### src/rtl/xcw_pkg.sv
package xcw_pkg;

    localparam int XCW_AW = 12;
    localparam logic [XCW_AW-1:0] XCW_BASE = 12'h100;
    localparam logic [XCW_AW-1:0] XCW_TOP  = 12'hFF8;

    typedef enum logic [1:0] {
        ST_IDLE,
        ST_READ,
        ST_EVAL
    } xcw_state_e;

    typedef struct packed {
        logic [XCW_AW-1:0] link;
        logic [3:0]        ver;
        logic [15:0]       id;
    } xcw_hdr_t;

    function automatic logic xcw_off_legal(logic [XCW_AW-1:0] o);
        return (o >= XCW_BASE) && (o <= XCW_TOP) && (o[1:0] == 2'b00);
    endfunction

endpackage

### src/rtl/xcw_hdr_check.sv
module xcw_hdr_check
    import xcw_pkg::*;
(
    input  logic [31:0]       word,
    input  logic [16:0]       key,
    output logic              hit,
    output logic [XCW_AW-1:0] link_off,
    output logic              link_zero,
    output logic              link_bad
);
    xcw_hdr_t hdr;

    always_comb begin
        hdr       = xcw_hdr_t'(word);
        link_off  = {hdr.link[XCW_AW-1:2], 2'b00};
        hit       = !key[16] && (hdr.id == key[15:0]);
        link_zero = (link_off == '0);
        link_bad  = !link_zero && !xcw_off_legal(link_off);
    end
endmodule

### src/rtl/xcw_visit_limit.sv
module xcw_visit_limit #(
    parameter int MAX_VISITS = 1024
) (
    input  logic clk,
    input  logic rst,
    input  logic clr,
    input  logic inc,
    output logic at_last
);
    localparam int CW = $clog2(MAX_VISITS) + 1;

    logic [CW-1:0] cnt;

    always_ff @(posedge clk) begin
        if (rst || clr) cnt <= '0;
        else if (inc)   cnt <= cnt + 1'b1;
    end

    assign at_last = (cnt == CW'(MAX_VISITS - 1));

    a_r8_no_overrun: assert property (@(posedge clk) disable iff (rst)
        inc |-> (cnt < CW'(MAX_VISITS)));
endmodule

### src/rtl/xcap_chain_walker.sv
module xcap_chain_walker
    import xcw_pkg::*;
#(
    parameter int MAX_VISITS = 1024
) (
    input  logic        clk,
    input  logic        rst,
    input  logic        start,
    input  logic        op_append,
    input  logic [16:0] search_id,
    input  logic [11:0] new_off,
    output logic        busy,
    output logic        done,
    output logic        found,
    output logic        err,
    output logic [11:0] cap_off,
    output logic [11:0] prev_off,
    output logic        rd_en,
    output logic [11:0] rd_addr,
    input  logic [31:0] rd_data,
    output logic        wr_en,
    output logic [11:0] wr_addr,
    output logic [31:0] wr_data
);
    xcw_state_e        state;
    logic [XCW_AW-1:0] cur, prv, noff;
    logic [16:0]       key;
    logic              app;

    logic              hit, link_zero, link_bad, at_last;
    logic [XCW_AW-1:0] link_off;
    logic              accept, bad_arg, empty, tail;

    xcw_hdr_check u_chk (
        .word      (rd_data),
        .key       (key),
        .hit       (hit),
        .link_off  (link_off),
        .link_zero (link_zero),
        .link_bad  (link_bad)
    );

    xcw_visit_limit #(.MAX_VISITS(MAX_VISITS)) u_lim (
        .clk     (clk),
        .rst     (rst),
        .clr     (accept),
        .inc     (state == ST_EVAL),
        .at_last (at_last)
    );

    assign accept  = (state == ST_IDLE) && start;
    assign bad_arg = op_append && (!xcw_off_legal(new_off) || new_off == XCW_BASE);
    assign empty   = (prv == '0) && (rd_data == 32'h0);
    assign tail    = !empty && !hit && link_zero;

    assign busy    = (state != ST_IDLE);
    assign rd_en   = (state == ST_READ);
    assign rd_addr = cur;
    assign wr_en   = (state == ST_EVAL) && app && tail;
    assign wr_addr = cur;
    assign wr_data = {noff, rd_data[19:0]};

    always_ff @(posedge clk) begin
        if (rst) begin
            state    <= ST_IDLE;
            cur      <= XCW_BASE;
            prv      <= '0;
            noff     <= '0;
            key      <= '0;
            app      <= 1'b0;
            done     <= 1'b0;
            found    <= 1'b0;
            err      <= 1'b0;
            cap_off  <= '0;
            prev_off <= '0;
        end else begin
            done <= 1'b0;
            unique case (state)
                ST_IDLE: if (start) begin
                    key      <= op_append ? 17'h10000 : search_id;
                    app      <= op_append;
                    noff     <= new_off;
                    cur      <= XCW_BASE;
                    prv      <= '0;
                    found    <= 1'b0;
                    cap_off  <= '0;
                    prev_off <= '0;
                    err      <= bad_arg;
                    if (bad_arg) done  <= 1'b1;
                    else         state <= ST_READ;
                end
                ST_READ: state <= ST_EVAL;
                ST_EVAL: begin
                    if (empty) begin
                        err   <= app;
                        done  <= 1'b1;
                        state <= ST_IDLE;
                    end else if (hit) begin
                        found    <= 1'b1;
                        cap_off  <= cur;
                        prev_off <= prv;
                        done     <= 1'b1;
                        state    <= ST_IDLE;
                    end else if (link_zero) begin
                        cap_off  <= app ? noff : '0;
                        prev_off <= cur;
                        done     <= 1'b1;
                        state    <= ST_IDLE;
                    end else if (link_bad || at_last) begin
                        err      <= 1'b1;
                        prev_off <= cur;
                        done     <= 1'b1;
                        state    <= ST_IDLE;
                    end else begin
                        prv   <= cur;
                        cur   <= link_off;
                        state <= ST_READ;
                    end
                end
                default: state <= ST_IDLE;
            endcase
        end
    end

    a_r11_read_spacing: assert property (@(posedge clk) disable iff (rst)
        rd_en |=> !rd_en);
    a_r11_done_pulse: assert property (@(posedge clk) disable iff (rst)
        done |=> !done);
    a_r7_read_legal: assert property (@(posedge clk) disable iff (rst)
        rd_en |-> (rd_addr >= XCW_BASE && rd_addr <= XCW_TOP && rd_addr[1:0] == 2'b00));
    a_r9_write_completes: assert property (@(posedge clk) disable iff (rst)
        wr_en |=> (done && !err && !found && prev_off == $past(wr_addr)));
    a_r4_found_clean: assert property (@(posedge clk) disable iff (rst)
        (done && found) |-> (!err && cap_off >= XCW_BASE));
    a_r12_busy_until_done: assert property (@(posedge clk) disable iff (rst)
        (busy && !$past(busy) && !done) |=> (busy || done));
endmodule

### config.mk
export PLATFORM = sky130hd
export DESIGN_NAME = xcap_chain_walker
export DESIGN_NICKNAME = d
export VERILOG_FILES = /design/src/rtl/xcw_pkg.sv /design/src/rtl/xcw_hdr_check.sv /design/src/rtl/xcw_visit_limit.sv /design/src/rtl/xcap_chain_walker.sv
export SDC_FILE = /design/constraint.sdc
export NUM_CORES = 1
export LEC_CHECK = 0
export BUFFER_PORTS_ARGS = -buffer_cell sky130_fd_sc_hd__buf_2
export CORE_ASPECT_RATIO = 1.2
export CORE_MARGIN = 2
export CORE_UTILIZATION = 49
export CTS_CLUSTER_SIZE = 30
export DETAILED_ROUTE_END_ITERATION = 8
export PLACE_DENSITY = 0.83
export SYNTH_ARGS = -nofsm -noshare
export SYNTH_HDL_FRONTEND = slang
export SYNTH_SLANG_ARGS = --single-unit
### constraint.sdc
create_clock -name clk -period 2.6 [get_ports clk]
set_input_delay 0.13 -clock clk [delete_from_list [all_inputs] [get_ports clk]]
set_output_delay 0.13 -clock clk [all_outputs]
set_load 0.03 [all_outputs]
* After elaboration in Yosys (flattened, before gate mapping) *
Cells that the tools add are included.

word-level totals
  bits of input ports = 65
  word-level logic and storage cells = 116
  register bits after elaboration = 94
  output and inout bits = 86

cells by class
  mux-type cells = 47
  eq/ne operators = 17
  reductions and logical operators = 35
  add/sub/neg operators = 1
  magnitude comparators = 4

operators by type and width
  cell                                                     count
  2-to-1 mux 12 bit                                        18
  one-hot mux 12 bit (2 select lines)                      4
  zero test 32 bit                                         1
  >= comparator 12 x 9 -> 1 bit (second input constant)    2
  less-or-equal comparator 12 bit (second input constant)  2
  2-to-1 mux 1 bit                                         18
  2-to-1 mux 17 bit                                        1
  equality test 16 bit                                     1
  != test 2 bit (second input constant)                    7
  equality test 12 x 9 -> 1 bit (second input constant)    1
  logical AND 1 bit                                        12
  zero test 12 bit                                         1
  != test 3 bit (second input constant)                    4
  AND reduction 4 bit                                      3
  adder 11 x 1 -> 11 bit (second input constant)           1
  equality test 11 x 10 -> 1 bit (second input constant)   1
  zero test 10 bit                                         1
  zero test 1 bit                                          6
  one-hot mux 1 bit (2 select lines)                       3
  one-hot mux 2 bit (3 select lines)                       1
  AND reduction 6 bit                                      1
  AND reduction 5 bit                                      1
  zero test 2 bit                                          2
  2-to-1 mux 2 bit                                         2
  6 further kinds                                          10

* Depth between registers and ports, before layout *
  depth in word-level cells = 10
  depth in mapped cells = 8
  depth with buffers taken out = 7

* Modules after synthesis *
A second synthesis with hierarchy kept.

unflattened totals
  cells, all modules = 555
  area total of the unflattened synthesis = 4,654.5 sq um

modules (own cells, without submodules)
  module             cells each  seq. area each (sq um)  times used  area each (sq um)
  xcap_chain_walker  452         1,661.6                 1           3,822.4
  xcw_visit_limit    58          220.2                   1           504.2
  xcw_hdr_check      45          0.0                     1           327.8

* Least setup slack after synthesis *
No wires, ideal clock.

  path type = reg-to-output
  from = reg state[1]
  to = out wr_en
  buffers on the path = 1
  cell stages (with the launch flop) = 5
  slack = 467 ps
  arrival time = 2,003 ps
  required time = 2,470 ps
  path through = dfxtp_1 nor2b_1 clkbuf_1 nand2_1 nor4b_1

on the way
  cells in the longest elaborated chain, start to end = 3

ends and longest elaborated chain
  element                          RTL line                 source
  start: declaration               xcap_chain_walker.sv:25  xcw_state_e state;
  start signal: assignment         xcap_chain_walker.sv:65  state <= ST_IDLE;
  start signal: assignment         xcap_chain_walker.sv:90  else state <= ST_READ;
  start signal: assignment         xcap_chain_walker.sv:92  ST_READ: state <= ST_EVAL;
  equality test 2 bit              xcap_chain_walker.sv:59  assign wr_en = (state == ST_EVAL) && app && tail;
  logical AND 1 bit (2 in series)  xcap_chain_walker.sv:59
  end: declaration                 xcap_chain_walker.sv:21  output logic wr_en,

Every way passes these cells.

* Worst setup path after layout *
  from = reg key[14]
  to = reg cap_off[0]

on the way
  cells in the longest elaborated chain, start to end = 5
  elaborated cells on any way between the ends = 7
  those cells by class = 2 x eq/ne; 3 x mux; 2 x reduce/logical

ends and longest elaborated chain
  element                              RTL line                  source
  start: declaration                   xcap_chain_walker.sv:27   logic [16:0] key;
  start signal: assignment             xcap_chain_walker.sv:80   key <= op_append ? 17'h10000 : search_id;
  equality test 16 bit *               xcw_hdr_check.sv:16       hit = !key[16] && (hdr.id == key[15:0]);
  logical AND 1 bit *                  xcw_hdr_check.sv:16
  2-to-1 mux 12 bit                    xcap_chain_walker.sv:98   end else if (hit) begin
  2-to-1 mux 12 bit                    xcap_chain_walker.sv:94   if (empty) begin
  one-hot mux 12 bit (2 select lines)  xcap_chain_walker.sv:78   unique case (state)
  end signal: assignment               xcap_chain_walker.sv:100  cap_off <= cur;
  end signal: assignment               xcap_chain_walker.sv:105  cap_off <= app ? noff : '0;
  end: declaration                     xcap_chain_walker.sv:16   output logic [11:0] cap_off,

Mark *: on every way between the ends. The rest lies on a longest branch, timed or not. The select of a mux whose other input is x is not followed.
A chain may end at the register's enable or synchronous reset.

==> qor.yml <==
syn-instance-count: 441
drive_gt1_share_pct: 30.8
route.vias.total: 3817
io_pins: 151
power_density_nw_per_um2: 556
fillers: 680
rows: 36
synth_fa_ha_area_share_pct: 0.311
die-height_um: 103
synthDistinctLibCells: 45
antenna_cells: 0
drt-total-wl_um: 11200
critical_path_class: "flop to flop"
cts_tree: "yes"
grt_max_degree: 37
setup_viol: 0
synth_top_family_by_area: "compound AO/OA/AOI/OAI gates"
synth_top_area_share_pct: 43.8
nets: 633
cts_resized: 0
synth-compound-area-share_pct: 20.4
fp.dieArea_um2: 8940
drv_slew: 0
crit_path_end_kind: "flop"
syn_area_um2: 4020
globalplace.congestion: 0.910
synth-seq-area-share_pct: 43.8
fmax_mhz: 427
m1WireLength_um: 4300
dr.max_layer_used: "met4"
grt_setup_unrepaired: "no"
yosys.area_share.simple_pct: 16.1
grt_pass1_wl_um: 17500
ant_nets: 0
multi_input_area_um2: 1830
clk_latency_ps: 360
io_buffers: 144
grt_overflow_total: 0
fin_hold_ws_ps: 5.45
fin_tns_setup_ps: 0
yosys-top-cells-area: "dfxtp_1, buf_4, a32o_1"
cp.arrival_ps: 2540
grt_pass1_vias: 3637
hold_violations: 0
cellLeakagePower_uw: 0.00219
seq_area_um2: 1760
dp_slack_ps: 339
vias_per_cell: 5.73
antenna_found_initial: 0
synth_mux_area_share_pct: 2.74
worstMarginPinSlew_ps: 871
postSynthAreaPerCell_um2: 9.11
clock_path_buffers: 2
cts.sinks: 88
wire_per_inst_um: 16.9
core_area_um2: 8060
cts-htree-levels: 3
detail_route.first_pass.iterations: 4
max_slew_margin_pct: 41.5
cp_data_required_time_ps: 2800
dr_wl_met3_um: 698
fin_worst_skew_ps: 12.5
peakVddDrop_uv: 403
cts_root_buf: "clkbuf_8"
numCtsBuffers: 9
status: "finished clean"
synth_xor_area_share_pct: 5.45
grtUsageTotal_pct: 25.2
drtIter0Drc: 257
maxCapViolations: 0
ys_warn_count: 0
holdCritPathClass: "primary input to flop"
period_share_pct: 90.0
area_growth_pct: 22.6
dp.final_hpwl_um: 8130
async_reset_ff_share_pct: 0
clk_pin_slew_ps: 80
ys_seq_elements: 88
yosys.area.top_type: "dfxtp_1"
start_util_pct: 49.8
setup_slack_ps: 261
dr_wl_met2_um: 5820
die_w_um: 86.7
worstSetupStartpointType: "flop"
critPathMaxFanout: 12
synth_edf_count: 0
dominantRegCellSynth: "dfxtp_1"
period_minus_slack_ps: 2340
drc: 0
## cells in the final DEF, fill, tap and decap left out, types with 4 or more instances in the layout
master / Yosys / final
a22o_1: 16 / 16
xor2_1: 16 / 16
mux2i_1: 11 / 11
clkbuf_8: 0 / 10
a32o_1: 19 / 19
buf_2: 5 / 144
conb_1: 1 / 6
nor4_1: 15 / 15
nor2_1: 19 / 18
dlygate4sd3_1: 0 / 15
a21oi_1: 17 / 17
o21ai_0: 4 / 4
nand3_1: 7 / 7
nand2_1: 48 / 48
o2bb2ai_1: 10 / 10
inv_1: 22 / 22
nor3_1: 21 / 21
a31oi_1: 11 / 11
xnor2_1: 9 / 9
dfxtp_1: 88 / 88
o32ai_1: 10 / 10
buf_4: 36 / 10
nand4_1: 7 / 7
## state kept, by name, summed over array words and instances, names as in the netlist, 2 cells and up
signal	cells
key	17
cap_off	12
noff	12
u_lim.cnt	11
prev_off	10
prv	10
rd_addr	10
state	2
## worst max-delay path: stages, from the launching register on
cell     delay (ps)
dfxtp_1         330
xnor2_1         160
nand4_1         130
or3_1           350
or2_0           300
o21ai_1         720
o21ai_0         190
## per-stage QoR
step | util, % | instances | total power, µW | instance area [µm²]
floorplan | - | 446 | 1700 | 4040
global placement | 57.0 | 636 | 1810 | 4590
detailed placement | 57.0 | 636 | 1820 | 4590
CTS | 61.1 | 666 | 2740 | 4930
global route | 61.1 | 666 | 2840 | 4930
finish | 61.1 | 666 | 2740 | 4930
## kinds of logic after synthesis
logic type,Yosys count
mux,11
compound gates,100
simple gates,134
fa+ha+maj,1
other cells,1
buf+inv,81
flops,88
xor+xnor,25
## where the power goes
part	internal (µW)	total [µW]	switching [µW]
Sequential	1380	1410	34.2
Combinational	139	396	257
Clock	461	927	466
## area by class of cell
cell class,instances,area share (%)
clock buffers,11,2.87
flip-flops and latches,88,35.7
inverters,22,1.68
multi-input cells,277,37.2
clock inverters,4,0.914
repair buffers,169,19.2
well taps,95,2.41
## synthesized netlist by cell type, types with 10 or more instances
library cell / count
nor3_1: 21
xor2_1: 16
o32ai_1: 10
nand2_1: 48
clkbuf_1: 17
nor2_1: 19
a21oi_1: 17
buf_4: 36
inv_1: 22
mux2i_1: 11
o2bb2ai_1: 10
a32o_1: 19
a22o_1: 16
nor4_1: 15
dfxtp_1: 88
a31oi_1: 11
## worst paths after layout
| path | to | slack (ps) | start | cells past startpoint |
|---|---|---|---|---|
| setup / recovery | cap_off[0] | 260 | key[14] | 6 |
| setup reg to reg | cap_off[0] | 260 | key[14] | 6 |
| hold reg to reg | cap_off[1] | 460 | cap_off[1] | 2 |
| hold / removal | key[7] | 5 | search_id[7] | 2 |
## routing by layer
metal,vias to the layer above,track usage [%]
li1,1811,-
met1,1805,29.2
met2,165,44.1
met3,36,5.48
met4,0,12.5
met5,-,0
## what timing repair did
action,CTS,global route
setup buffers,0,0
hold buffers,15,0
endpoints found under the hold margin,15,0
(Power assumes the default switching activity.)
